$ cat src/rtl/adc_rd_pkg.sv
package adc_rd_pkg;

   typedef enum logic [1:0] {
      RD_IDLE  = 2'd0,
      RD_FRAME = 2'd1,
      RD_QUIET = 2'd2
   } rd_state_e;

   function automatic int unsigned cnt_width(input int unsigned limit);
      return (limit > 1) ? $clog2(limit) : 1;
   endfunction

endpackage

$ cat src/rtl/adc_rd_halfclk.sv
module adc_rd_halfclk #(
   parameter int unsigned HALF_CLKS = 4
) (
   input  logic clk,
   input  logic rst_n,
   input  logic run_i,
   output logic tick_o
);
   localparam int unsigned CW = adc_rd_pkg::cnt_width(HALF_CLKS);

   generate
      if (HALF_CLKS == 1) begin : g_every
         assign tick_o = run_i;
      end else begin : g_count
         localparam logic [CW-1:0] LAST = CW'(HALF_CLKS - 1);
         logic [CW-1:0] cnt_q;

         assign tick_o = run_i && (cnt_q == LAST);

         always_ff @(posedge clk or negedge rst_n) begin
            if (!rst_n) begin
               cnt_q <= '0;
            end else if (!run_i || tick_o) begin
               cnt_q <= '0;
            end else begin
               cnt_q <= cnt_q + 1'b1;
            end
         end
      end
   endgenerate
endmodule

$ cat src/rtl/adc_rd_shifter.sv
module adc_rd_shifter #(
   parameter int unsigned LEAD_BITS = 4,
   parameter int unsigned DATA_BITS = 12
) (
   input  logic                 clk,
   input  logic                 rst_n,
   input  logic                 cap_i,
   input  logic                 bit_i,
   output logic [DATA_BITS-1:0] data_o,
   output logic                 lead_err_o
);
   localparam int unsigned FRAME_BITS = LEAD_BITS + DATA_BITS;

   logic [FRAME_BITS-1:0] sh_q;

   always_ff @(posedge clk or negedge rst_n) begin
      if (!rst_n) begin
         sh_q <= '0;
      end else if (cap_i) begin
         sh_q <= {sh_q[FRAME_BITS-2:0], bit_i};
      end
   end

   assign data_o = sh_q[DATA_BITS-1:0];

   generate
      if (LEAD_BITS > 0) begin : g_lead
         assign lead_err_o = |sh_q[FRAME_BITS-1:DATA_BITS];
      end else begin : g_nolead
         assign lead_err_o = 1'b0;
      end
   endgenerate
endmodule

$ cat src/rtl/adc_rd_quiet.sv
module adc_rd_quiet #(
   parameter int unsigned QUIET_CLKS = 20
) (
   input  logic clk,
   input  logic rst_n,
   input  logic run_i,
   input  logic req_i,
   input  logic take_i,
   output logic expire_o,
   output logic pend_o
);
   localparam int unsigned CW = adc_rd_pkg::cnt_width(QUIET_CLKS);
   localparam logic [CW-1:0] LAST = CW'(QUIET_CLKS - 1);

   logic [CW-1:0] cnt_q;
   logic          pend_q;

   assign expire_o = run_i && (cnt_q == LAST);
   assign pend_o   = pend_q;

   always_ff @(posedge clk or negedge rst_n) begin
      if (!rst_n) begin
         cnt_q <= '0;
      end else if (!run_i || expire_o) begin
         cnt_q <= '0;
      end else begin
         cnt_q <= cnt_q + 1'b1;
      end
   end

   always_ff @(posedge clk or negedge rst_n) begin
      if (!rst_n) begin
         pend_q <= 1'b0;
      end else if (take_i) begin
         pend_q <= 1'b0;
      end else if (req_i) begin
         pend_q <= 1'b1;
      end
   end
endmodule

$ cat src/rtl/adc_frame_reader.sv
module adc_frame_reader #(
   parameter int unsigned HALF_CLKS  = 4,
   parameter int unsigned QUIET_CLKS = 20,
   parameter int unsigned LEAD_BITS  = 4,
   parameter int unsigned DATA_BITS  = 12
) (
   input  logic                 clk,
   input  logic                 rst_n,
   input  logic                 start_i,
   output logic                 busy_o,
   output logic                 done_o,
   output logic [DATA_BITS-1:0] data_o,
   output logic                 frame_err_o,
   output logic                 cs_n_o,
   output logic                 sclk_o,
   input  logic                 sdata_i
);
   import adc_rd_pkg::*;

   localparam int unsigned FRAME_BITS = LEAD_BITS + DATA_BITS;
   localparam int unsigned PHASES     = 2 * FRAME_BITS;
   localparam int unsigned PH_W       = $clog2(PHASES);
   localparam logic [PH_W-1:0] PH_LAST = PH_W'(PHASES - 1);

   generate
      if (HALF_CLKS < 1) begin : g_bad_half
         $error("HALF_CLKS must be at least 1");
      end
      if (QUIET_CLKS < 1) begin : g_bad_quiet
         $error("QUIET_CLKS must be at least 1");
      end
      if (DATA_BITS < 1) begin : g_bad_data
         $error("DATA_BITS must be at least 1");
      end
   endgenerate

   rd_state_e           state_q;
   logic [PH_W-1:0]     ph_q;
   logic                cs_n_q;
   logic                sclk_q;
   logic                done_q;
   logic [DATA_BITS-1:0] data_q;
   logic                err_q;

   logic                tick;
   logic                cap;
   logic                frame_end;
   logic                launch;
   logic                q_expire;
   logic                q_pend;
   logic [DATA_BITS-1:0] sh_data;
   logic                sh_err;

   assign launch    = (state_q == RD_IDLE) && (start_i || q_pend);
   assign cap       = tick && !ph_q[0];
   assign frame_end = tick && (ph_q == PH_LAST);

   adc_rd_halfclk #(.HALF_CLKS(HALF_CLKS)) u_half (
      .clk    (clk),
      .rst_n  (rst_n),
      .run_i  (state_q == RD_FRAME),
      .tick_o (tick)
   );

   adc_rd_shifter #(.LEAD_BITS(LEAD_BITS), .DATA_BITS(DATA_BITS)) u_shift (
      .clk        (clk),
      .rst_n      (rst_n),
      .cap_i      (cap),
      .bit_i      (sdata_i),
      .data_o     (sh_data),
      .lead_err_o (sh_err)
   );

   adc_rd_quiet #(.QUIET_CLKS(QUIET_CLKS)) u_quiet (
      .clk      (clk),
      .rst_n    (rst_n),
      .run_i    (state_q == RD_QUIET),
      .req_i    (start_i && (state_q == RD_QUIET)),
      .take_i   (launch),
      .expire_o (q_expire),
      .pend_o   (q_pend)
   );

   always_ff @(posedge clk or negedge rst_n) begin
      if (!rst_n) begin
         state_q <= RD_IDLE;
         ph_q    <= '0;
         cs_n_q  <= 1'b1;
         sclk_q  <= 1'b1;
         done_q  <= 1'b0;
         data_q  <= '0;
         err_q   <= 1'b0;
      end else begin
         done_q <= 1'b0;
         unique case (state_q)
            RD_IDLE: begin
               if (launch) begin
                  state_q <= RD_FRAME;
                  cs_n_q  <= 1'b0;
                  sclk_q  <= 1'b1;
                  ph_q    <= '0;
               end
            end
            RD_FRAME: begin
               if (frame_end) begin
                  state_q <= RD_QUIET;
                  cs_n_q  <= 1'b1;
                  sclk_q  <= 1'b1;
                  done_q  <= 1'b1;
                  data_q  <= sh_data;
                  err_q   <= sh_err;
               end else if (tick) begin
                  ph_q   <= ph_q + 1'b1;
                  sclk_q <= ~sclk_q;
               end
            end
            RD_QUIET: begin
               if (q_expire) begin
                  state_q <= RD_IDLE;
               end
            end
            default: state_q <= RD_IDLE;
         endcase
      end
   end

   assign busy_o      = (state_q != RD_IDLE);
   assign done_o      = done_q;
   assign data_o      = data_q;
   assign frame_err_o = err_q;
   assign cs_n_o      = cs_n_q;
   assign sclk_o      = sclk_q;
endmodule

$ cat config.mk
export PLATFORM = sky130hd
export DESIGN_NAME = adc_frame_reader
export DESIGN_NICKNAME = d
export VERILOG_FILES = /design/src/rtl/adc_rd_pkg.sv /design/src/rtl/adc_rd_halfclk.sv /design/src/rtl/adc_rd_shifter.sv /design/src/rtl/adc_rd_quiet.sv /design/src/rtl/adc_frame_reader.sv
export SDC_FILE = /design/constraint.sdc
export NUM_CORES = 1
export LEC_CHECK = 0
export BUFFER_PORTS_ARGS = -buffer_cell sky130_fd_sc_hd__buf_4
export CORE_UTILIZATION = 50
export CTS_BUF_LIST = sky130_fd_sc_hd__clkbuf_4 sky130_fd_sc_hd__clkbuf_8
export DETAILED_ROUTE_END_ITERATION = 7
export PLACE_DENSITY = 0.69
export SYNTH_ARGS = -nofsm -noshare
export SYNTH_HDL_FRONTEND = slang
export SYNTH_SLANG_ARGS = --single-unit
$ cat constraint.sdc
create_clock -name clk -period 2.75 [get_ports clk]
set_clock_uncertainty 0.15 [all_clocks]
set_input_delay 0.55 -clock clk [delete_from_list [all_inputs] [get_ports clk]]
set_output_delay 0.55 -clock clk [all_outputs]
set_load 0.03 [all_outputs]
# Word-level counts from Yosys, hierarchy flattened
# Index checks and enable logic that the tools add are counted.
[word_totals]
romBits = 0
word_cells = 69
output_inout_bits = 17
mem_count = 0
latchBits = 0
ff_bits = 47
ram_bits = 0
[op_classes]
n_shift = 0
n_addsub = 3
n_bitwise = 1
magnitude_cmp = 0
mul = 0
n_div = 0
n_mux = 21
n_reduce_logical = 22
n_eq_ne = 11
[op_table]
columns = ["operator", "count"]
rows = [
  ["two-way mux 5 bit", 4],
  ["adder 5 x 1 -> 5 bit (second input constant)", 2],
  ["== test 5 bit (second input constant)", 2],
  ["inequality test 2 bit (second input constant)", 5],
  ["one-hot mux 5 bit (2 select lines)", 1],
  ["two-way mux 1 bit", 9],
  ["AND reduction 3 bit", 3],
  ["two-way mux 2 bit", 4],
  ["logical AND 1 bit", 6],
  ["one-hot mux 2 bit (3 select lines)", 1],
  ["nonzero test 2 bit", 3],
  ["== test 2 bit (second input constant)", 2],
  ["one-hot mux 1 bit (2 select lines)", 2],
  ["AND reduction 4 bit", 1],
  ["OR reduction 4 bit", 1],
  ["zero test 1 bit", 3],
  ["logical OR 1 bit", 3],
  ["inequality test 3 bit (second input constant)", 1],
  ["adder 2 x 1 -> 2 bit (second input constant)", 1],
  ["== test 2 x 1 -> 1 bit (second input constant)", 1],
  ["zero test 2 bit", 1],
  ["AND reduction 2 bit", 1],
  ["NOT 1 bit", 1],
]

# Longest topological paths before layout
# Gate-level depths: netlist (run 1).
[logic_depth]
ltp_word = 5
depth_mapped = 7

# By module
# A second synthesis (run 1) with hierarchy kept.
[unflattened]
hier_cells = 157
area_unflattened_um2 = 2164.6
[by_module_without_submodules]
columns = ["mod", "instances", "cells_per_inst", "area_each_um2"]
rows = [
  ["adc_frame_reader", 1, 76, 1039.7],
  ["adc_rd_shifter", 1, 47, 747.0],
  ["adc_rd_quiet", 1, 28, 286.5],
  ["adc_rd_halfclk", 1, 6, 91.3],
]

# Worst setup path after synthesis (run 1)
# No wires, ideal clock.
[synth_timing]
path_kind = "register to register"
startpoint = "register ph_q[0]"
endpoint = "register ph_q[1]"
stages_incl_launch_ff = 7
t_arrival_ns = 1.724
synth_period_minus_slack_ns = 1.999
setup_ns = 0.125
path_slack_ns = 0.751
path_cell_list = "dfrtp_1 ha_1 and3_1 ha_1 nand3b_1 a21oi_1 mux2_2"
[synth_between]
elab_chain_cells = 4
[synth_lines]
columns = ["element", "line", "source"]
rows = [
  ["start: declaration", "adc_frame_reader.sv:38", "logic [PH_W-1:0] ph_q;"],
  ["start signal: assignment", "adc_frame_reader.sv:113", "ph_q <= ph_q + 1'b1;"],
  ["adder 5 x 1 -> 5 bit or == test 5 bit (tied branches)", "adc_frame_reader.sv:113, adc_frame_reader.sv:56", ""],
  ["two-way mux 5 bit or logical AND 1 bit (tied branches)", "adc_frame_reader.sv:112, adc_frame_reader.sv:56", ""],
  ["two-way mux 5 bit or inequality test 2 bit (tied branches)", "--", ""],
  ["one-hot mux 5 bit (2 select lines) or AND reduction 4 bit (tied branches)", "--", ""],
]
# Parallel ways exist; a longest one is shown, timed or not. The select of a mux whose other input is x is not followed.
# A chain may end at the register's enable or synchronous reset.

# Final worst setup path (run 1)
[layout_timing]
startpoint = "register ph_q[0]"
endpoint = "register data_q[3], in the netlist data_o[3]"
[layout_between]
elab_chain_cells = 3
[layout_lines]
columns = ["element", "line", "source"]
rows = [
  ["== test 5 bit", "adc_frame_reader.sv:56", "assign frame_end = tick && (ph_q == PH_LAST);"],
  ["logical AND 1 bit", "adc_frame_reader.sv:56", ""],
  ["AND reduction 2 bit (no line)", "--", ""],
  ["end signal: assignment", "adc_frame_reader.sv:110", "data_q <= sh_data;"],
  ["end: declaration", "adc_frame_reader.sv:42", "logic [DATA_BITS-1:0] data_q;"],
]
# Every way passes these cells.

==> metrics.txt, run 1 <==
Cells after Synth 138; Net Sw Frac 0.309; H-tree depth 2; Setup Buffers After CTS 0; Finished Layout Cells 211; routed wire length 3.04 mm; commonest non-fill, non-tap cell in the layout dfrtp_1; clk root buf clkbuf_8; Overflow after GRT 0; FMAX 0.448 GHz; first-pass GRT wire length 5.29 mm; Comb power frac 0.277; Post-DP HPWL 2.10 mm; nets@finish 170; hold buffers post-CTS 0; largest net degree at the start of global routing 48; core area 3690 µm²; cells along the critical path ha_1, and3_1, ha_1, nand4b_2, mux2_2; CP required 2770 ps; sequential cell area 1180 µm²; footprint of the multi-input gates 706 µm²; Lkg Pwr 0.00110 µW; reg-to-reg startpoint ph_q[0]; Avg Inst Size Synth 14.1 µm²; initial antenna violation count 0; internal power 1290 µW; Tot Pwr 1870 µW; drt via density 5.30; syn_nets 146; mux share of post-synthesis cell area 0.179; CP Max Fanout 17; Synth cell types 33; worst skew pair latency 290 ps; Chip Height 64.3 µm; kind of critical path reg -> reg; CTS Buf Count 5; CP Launch Type register; vias in the first global route 1217; Critical Path Start ph_q[0]; Worst-Margin Slew 563 ps; diode count 0; NetSw 579 µW; Synth Cell Area 1940 µm²; synthesized flop and latch total 47; CTS tree yes; ANT nets after route 0; crit share post-route 0.812; Pins Over Slew Limit 0; 1st-iter DRT viols 53; slowest cell on the critical path dfrtp_1; Max Cap Viol 0; post-route minimum period 2230 ps; Adder-Cell Fraction of Synth Area 0.0258; largest family of logic cells by synthesized area multiplexers; total track usage 0.170; RSZ-0062 raised after global routing no; Synth Area in Compound Gates 0.0419; Clock transition at path regs 80 ps; worst vdd ir 0.000427 V; GPL Wtd Cong 0.866; routed len/inst 14.4 µm; Synth Area in XOR/XNOR 0.0135; commonest cells after routing, fill and taps aside 45 x dfrtp_1, 29 x mux2_2, 22 x buf_4; count of final setup violators 0; Final Hold Viols 0; router iterations before antenna repair 4; area grow syn2layout 14.2%; Power Density 844 nW/µm²; R2R Setup Slk 520 ps; Setup TNS Final 0 ps; Buffers on Ports 20; min-delay worst type in -> async; layout cells sized above 1 0.393; post_cts resized 0; YS warnings 0; Most Frequent Cell on Critical Path ha_1; Setup crit end kind register; Slew HR 0.625; Initial Util 0.527; number of filler cells placed in the layout 302; sequential area share after synthesis 0.607; CTS Buffer Depth 2; CTS sink cnt 47; IO Pins 21; status completed; via count 1119; die area 4140 µm²; sequential power share 0.509; Rows 22; Placed Instances 203; Simple-Gate Fraction of Synth Area 0.103; highest cell delay on the worst timing path 460 ps; share of power burned in the clock network 0.214; CP arrival 2260 ps; DRC 0; Die X 64.3 µm
[critical path: cells and delay by family, from the launching register on]
| family | cells | cell delay, ps |
|---|---|---|
| simple gates | 2 | 620 |
| flops | 1 | 460 |
| fa+ha+maj | 2 | 430 |
| mux | 1 | 460 |
[sequential cells by signal (all words and copies together) (netlist names)]
signal and flops:
sclk_o 1, data_o 12, state_q 2, frame_err_o 1
done_o 1, u_shift.sh_q 16, u_half.g_count.cnt_q 2, cs_n_o 1
ph_q 5, u_quiet.cnt_q 5, u_quiet.pend_o 1
[power by group through the flow]
| stage | clock network, µW | registers [µW] | logic [µW] |
|---|---|---|---|
| 4_1_cts | 420 | 951 | 524 |
| 3_3_place_gp | 0 | 956 | 506 |
| 6_report | 401 | 953 | 519 |
| 3_5_place_dp | 0 | 966 | 524 |
| 2_1_floorplan | 0 | 993 | 346 |
| 5_1_grt | 447 | 969 | 583 |
[cells by family after synthesis]
group | after synthesis
DFF | 47
muxes | 31
and+or+nand+nor | 31
AOI/OAI and AO/OA | 12
buffers and inverters | 10
adders and majority gates | 4
xor gates and xnor gates | 3
[cell type report]
cell class	count	share of cell area
Multi-Input combinational cell	81	0.318
Tap cell	48	0.0271
Timing Repair Buffer	22	0.0744
Clock inverter	2	0.00564
Clock buffer	6	0.0344
Inverter	5	0.00958
Sequential cell	47	0.531
[through the flow]
stage	worst slack, ps	hold slack, ps	cell area, µm²	utilization
after global routing	419	130	2220	0.602
after CTS	512	115	2220	0.602
after floorplan	751	104	1940	-
after detailed placement	526	286	2130	0.578
final	518	97.7	2220	0.602
after global placement	619	280	2130	0.578
[final timing paths]
check,to,depth (start not counted)
worst max-delay path,data_o[3],5
worst min-delay path,u_quiet.pend_o,1
worst max register to register,data_o[3],5
worst min register to register,u_half.g_count.cnt_q[0],1
max in group asynchronous,data_o[8],1
min in group clk,u_half.g_count.cnt_q[0],1
[Yosys cell counts]
master     count  area (µm²)
nand4bb_1      3        33.8
mux2_2        29         327
xor2_1         2        17.5
o31ai_1        1        7.51
nand2_1        5        18.8
dfstp_2        2        52.6
buf_2          3        15.0
nor4b_4        1        23.8
inv_4          1        6.26
nor2_1         9        33.8
o21ai_0        3        15.0
a21oi_1        2        10.0
o311ai_0       1        8.76
xnor2_1        1        8.76
nor4_1         2        12.5
a221oi_1       1        8.76
o22ai_1        1        6.26
dfrtp_1       45        1130
nand3b_1       1        7.51
a2bb2oi_1      1        8.76
inv_1          4        15.0
mux2_1         1        11.3
o21bai_1       1        7.51
nor3_1         2        10.0
nand4b_2       1        15.0
and3_1         1        6.26
nor4b_1        1        8.76
mux2i_1        1        10.0
buf_6          2        22.5
nor3b_1        2        15.0
nand3_1        3        15.0
o221ai_1       1        8.76
ha_1           4        50.1
[routing by layer]
layer / vias to the layer above / share of wire / GRT usage
met4: 0 / 0.0092 / 0.0639
met2: 18 / 0.49 / 0.286
met3: 4 / 0.038 / 0.0571
li1: 539 / - / -
met1: 558 / 0.46 / 0.200
met5: - / 0 / 0
(Power assumes the default switching activity.)
==> inputs of run 2 (changes only) <==
--- a/config.mk
+++ b/config.mk
@@ -9,7 +9,7 @@
 export CORE_UTILIZATION = 50
 export CTS_BUF_LIST = sky130_fd_sc_hd__clkbuf_4 sky130_fd_sc_hd__clkbuf_8
 export DETAILED_ROUTE_END_ITERATION = 7
-export PLACE_DENSITY = 0.69
+export PLACE_DENSITY = 0.71
 export SYNTH_ARGS = -nofsm -noshare
 export SYNTH_HDL_FRONTEND = slang
 export SYNTH_SLANG_ARGS = --single-unit
==> constraint.sdc (replaced) <==
create_clock -name clk -period 1.85 [get_ports clk]
set_clock_uncertainty 0.15 [all_clocks]
set_input_delay 0.37 -clock clk [delete_from_list [all_inputs] [get_ports clk]]
set_output_delay 0.37 -clock clk [all_outputs]
set_load 0.03 [all_outputs]
==> run 2 against run 1 <==
  * The run now ends with setup timing left
  * Non-clock buffer count increased by 11
  * Sequential power increased by 47%
  * Die area unchanged
  * Combinational power increased by 90%
  * Via count increased by 7.6%
  * Global-route usage increased by 1.6 points
  * Final cell count increased by 5.2%
  * Worst hold slack improved by 57 ps
  * Cell area increased by 6.8%
  * Register-to-register slack got worse by 630 ps
  * Highest routed layer unchanged
  * Largest power group unchanged
  * Critical path depth increased by 1
==> metrics.txt, run 2 (synthesis results as in run 1) <==
status complete, but fails checks; failing checks setup timing; area grow syn2layout 22.0%; Post-DP HPWL 2.24 mm (+6.5%); final core occ 0.643 (+0.0410); Setup crit end kind register; worst skew pair latency 300 ps (about the same); die area 4140 µm² (unchanged); commonest cells after routing, fill and taps aside 45 x dfrtp_1, 29 x buf_4, 27 x mux2_2; core area 3690 µm² (unchanged); drt via density 5.42 (+2.3%); diode count 0 (unchanged); Finished Layout Cells 222 (+5.2%); CTS Buf Count 5 (unchanged); Max Cap Viol 0 (unchanged); GPL Wtd Cong 0.801 (-7.5%); Chip Height 64.3 µm (unchanged); kind of critical path reg -> reg; Final Worst Setup Slack -111 ps (-628 ps); CP Launch Type register; routed len/inst 15.2 µm (+5.7%); Final Cell Area 2370 µm² (+6.8%); CP required 1890 ps (-880 ps); Worst-Margin Slew 565 ps (+2.62 ps); via count 1204 (+7.6%); nets@finish 181 (+6.5%); worst hold start sdata_i; largest net degree at the start of global routing 48 (unchanged); layout cells sized above 1 0.454 (+0.0614); crit share post-route 1.06 (+0.248); commonest non-fill, non-tap cell in the layout dfrtp_1; RSZ-0062 raised after global routing yes; CP arrival 2000 ps (-260 ps); Placed Instances 210 (+3.4%); clk root buf clkbuf_8; reg-to-reg startpoint ph_q[0]; Overflow after GRT 0 (unchanged); Critical Path Start ph_q[0]; Setup TNS Final -248 ps (-248 ps); DRC 0 (unchanged); CTS sink cnt 47 (unchanged); CP bufs+invs 0 (unchanged); Slew HR 0.623 (-0.00175); Clock transition at path regs 90 ps (about the same); min-delay worst type in -> reg; CTS tree yes; H-tree depth 2 (unchanged); 1st-iter DRT viols 33 (-38%); IO Pins 21 (unchanged); router iterations before antenna repair 4 (unchanged); Final Hold Viols 0 (unchanged); CTS Buffer Depth 2 (unchanged); max reg flops 16 (unchanged); ANT nets after route 0 (unchanged); highest cell delay on the worst timing path 410 ps (-50 ps); Power Density 1260 nW/µm² (+49%); routed wire length 3.38 mm (+11%); count of final setup violators 4 (+4); initial antenna violation count 0 (unchanged); Buffers on Ports 20 (unchanged); Rows 22 (unchanged); Pins Over Slew Limit 0 (unchanged); R2R Setup Slk -110 ps (-630 ps); total track usage 0.186 (+0.0164); Die X 64.3 µm (unchanged); Largest Register u_shift.sh_q; Initial Util 0.527 (unchanged); CP Max Fanout 5 (-12); FMAX 0.510 GHz (+14%); Post-DP Area 2220 µm² (+4.1%); post-route minimum period 1960 ps (-272 ps); worst vdd ir 0.000720 V (+69%); slowest cell on the critical path dfrtp_1; cells along the critical path ha_2, and3_4, ha_4, nand3b_1, a21oi_2, mux2_4; CP top delay family flip-flops; vias in the first global route 1233 (+1.3%); first-pass GRT wire length 5.75 mm (+8.9%); number of filler cells placed in the layout 289 (-4.3%); Lkg Pwr 0.00116 µW (+5.8%)
==> run 2: path summary, 6_finish.rpt <==
check,cells after the start,endpoint
max,6,ph_q[1]
min,2,u_shift.sh_q[0]
max reg2reg,6,ph_q[1]
min reg2reg,1,u_quiet.cnt_q[0]
max in group asynchronous,2,u_shift.sh_q[9]
min in group asynchronous,2,ph_q[2]
==> run 2: power breakdown <==
group	internal [µW]	total [µW]	switching, µW
Sequential	1250	1400	148
Combinational	532	988	457
Clock	279	595	317
Total	2060	2990	922
==> run 2: repair_timing <==
item,4_1_cts,5_1_grt
pin swaps,2,0
hold endpoints to repair,45,0
setup buffers,2,1
setup endpoints to repair,4,9
hold buffers,1,0
gates resized for setup,5,1
==> run 2: routing by layer <==
metal,vias to the layer above,global-route usage,part of all wire
met4,0,0.0583,0.0050
met1,619,0.208,0.40
met3,2,0.0536,0.035
met2,23,0.338,0.56
li1,560,-,-
met5,-,0,0
==> run 2: metrics by stage <==
stage	setup slack [ps]	total power (µW)	hold slack (ps)
4_1_cts	-60.4	2990	150
6_report	-111	2990	154
2_1_floorplan	-65.2	2000	-75.6
5_1_grt	-167	3160	159
3_3_place_gp	-30.6	2250	239
3_5_place_dp	-98.5	2300	254
==> run 2: final cells by class <==
type                       count  area [µm²]  share of cell area
clock buffer                   6        76.3              0.0322
clock inverter                 2        12.5             0.00528
inverter                       5        21.3             0.00897
multi-input combinational     81         743               0.313
tap                           48        60.1              0.0253
sequential                    47        1180               0.497
timing repair buffer          33         279               0.118
==> inputs of run 3 (changes only) <==
--- a/config.mk
+++ b/config.mk
@@ -9,7 +9,7 @@
 export CORE_UTILIZATION = 50
 export CTS_BUF_LIST = sky130_fd_sc_hd__clkbuf_4 sky130_fd_sc_hd__clkbuf_8
 export DETAILED_ROUTE_END_ITERATION = 7
-export PLACE_DENSITY = 0.71
+export PLACE_DENSITY = 0.72
 export SYNTH_ARGS = -nofsm -noshare
 export SYNTH_HDL_FRONTEND = slang
 export SYNTH_SLANG_ARGS = --single-unit
==> run 3 against run 2 <==
  * Sequential power is essentially flat
  * Die area unchanged
  * Worst hold slack gained 9.3 ps
  * Largest power group unchanged
  * The run still ends with setup timing left
  * Critical path depth unchanged
  * Final cell count is 1.4% higher
  * Critical path type unchanged
  * Power grew 1.3%
  * Cell area rose by 0.84%
  * Fmax up 2.0%
  * Register-to-register slack better by 40 ps
==> metrics.txt, run 3 (synthesis results as in run 1) <==
sequential power share 0.462 (-0.008); initial antenna violation count 0 (unchanged); commonest non-fill, non-tap cell in the layout dfrtp_1; CTS tree yes; Pins Over Slew Limit 0 (unchanged); post-route minimum period 1920 ps (-39.2 ps); router iterations before antenna repair 4 (unchanged); Die X 64.3 µm (unchanged); Power Density 1270 nW/µm² (+0.46%); Buffers on Ports 20 (unchanged); number of filler cells placed in the layout 299 (+3.5%); internal power 2110 µW (+2.0%); worst vdd ir 0.000769 V (+6.7%); DP Worst Slack -93.6 ps (+4.83 ps); Overflow after GRT 0 (unchanged); Tot Pwr 3030 µW (+1.3%); final core occ 0.648 (+0.00543); H-tree depth 2 (unchanged); 1st-iter DRT viols 66 (+100%); Finished Layout Cells 225 (+1.4%); Placed Instances 210 (unchanged); highest cell delay on the worst timing path 390 ps (-20 ps); NetSw 919 µW (-0.33%); Chip Height 64.3 µm (unchanged); nets@finish 185 (+2.2%); slowest cell on the critical path dfrtp_1; commonest cells after routing, fill and taps aside 44 x dfrtp_1, 35 x buf_4, 27 x mux2_2; clk root buf clkbuf_8; count of final setup violators 3 (-1); Post-DP HPWL 2.22 mm (-0.59%); cells along the critical path ha_2, and3_4, ha_4, nand3b_1, a21oi_4, mux2_4; share of power burned in the clock network 0.200 (about the same); core area 3690 µm² (unchanged); via count 1204 (unchanged); diode count 0 (unchanged); status complete, but fails checks; CTS Buf Count 5 (unchanged); Worst-Margin Slew 572 ps (+6.73 ps); Setup crit end kind register; Setup TNS Final -170 ps (+77.9 ps); max reg flops 16 (unchanged); die area 4140 µm² (unchanged); CP arrival 1960 ps (-40 ps); Final Worst Setup Slack -71.4 ps (+39.2 ps); crit share post-route 1.04 (-0.0212); FMAX 0.520 GHz (+2.0%); sequential cell area 1180 µm² (+0.11%); kind of critical path reg -> reg; vias in the first global route 1280 (+3.8%); Slew HR 0.619 (-0.00449); area grow syn2layout 23.1%; layout cells sized above 1 0.475 (+0.0206); routed wire length 3.39 mm (+0.27%); failing checks setup timing; RSZ-0062 raised after global routing yes; CTS Buffer Depth 2 (unchanged); CP Launch Type register; CP required 1880 ps (about the same); CP Max Fanout 4 (-1); DRC 0 (unchanged); Clock transition at path regs 80 ps (about the same); CP bufs+invs 0 (unchanged); CTS sink cnt 47 (unchanged); Rows 22 (unchanged); min-delay worst type in -> reg; routed len/inst 15.0 µm (-1.1%); Lkg Pwr 0.00117 µW (+1.1%); first-pass GRT wire length 5.87 mm (+2.0%); worst skew pair latency 290 ps (about the same); Final Hold Viols 0 (unchanged); Comb power frac 0.338 (+0.007); ANT nets after route 0 (unchanged); footprint of the multi-input gates 749 µm² (+0.84%); IO Pins 21 (unchanged); GPL Wtd Cong 0.796 (-0.57%); Net Sw Frac 0.304 (-0.00500); Max Cap Viol 0 (unchanged); Initial Util 0.527 (unchanged); largest net degree at the start of global routing 48 (unchanged); Largest Register u_shift.sh_q; CP top delay family flip-flops; drt via density 5.35 (-1.3%); total track usage 0.190 (+0.00400)
-- run 3: path summary, 6_finish.rpt --
check	cells past startpoint	slack, ps	from	to
max	6	-70	ph_q[1]	ph_q[4]
min	2	160	sdata_i	u_shift.sh_q[0]
max reg2reg	6	-70	ph_q[1]	ph_q[4]
min reg2reg	1	300	u_half.g_count.cnt_q[0]	u_half.g_count.cnt_q[0]
max in group asynchronous	2	670	rst_n	state_q[1]
min in group asynchronous	2	460	rst_n	frame_err_o
-- run 3: per-stage QoR --
stage / instance area [µm²] / hold slack (ps)
6_report: 2390 / 164
5_1_grt: 2390 / 145
4_1_cts: 2360 / 152
3_5_place_dp: 2200 / 255
3_3_place_gp: 2200 / 248
2_1_floorplan: 1950 / -75.6
-- run 3: what timing repair did --
| item | in CTS | in global routing |
|---|---|---|
| pin swaps | 1 | 1 |
| setup endpoints to repair | 3 | 9 |
| endpoints found under the hold margin | 45 | 0 |
| hold buffers | 1 | 0 |
| gates cloned | 0 | 0 |
| buffers inserted | 5 | 2 |
| gates resized for setup | 5 | 3 |
-- run 3: cell type report --
cell class,count,share of cell area
flip-flops and latches,47,0.493
multi-input cells,81,0.313
repair buffers,37,0.122
clock buffers,6,0.0345
well taps,48,0.0251
inverters,5,0.00890
clock inverters,1,0.00209
-- run 3: per-layer routing --
| metal | track usage | up-vias | wire [µm] |
|---|---|---|---|
| met5 | 0 | - | 0 |
| met4 | 0.0722 | 0 | 60 |
| met3 | 0.0607 | 6 | 131 |
| met2 | 0.320 | 29 | 1730 |
| met1 | 0.227 | 600 | 1460 |
| li1 | - | 569 | - |
-- run 3: power groups by stage --
| stage | sequential (µW) | combinational (µW) | clock, µW |
|---|---|---|---|
| 2_1_floorplan | 1480 | 524 | 0 |
| 3_3_place_gp | 1400 | 849 | 0 |
| 3_5_place_dp | 1410 | 889 | 0 |
| 4_1_cts | 1400 | 984 | 626 |
| 5_1_grt | 1420 | 1110 | 670 |
| 6_report | 1400 | 1020 | 604 |
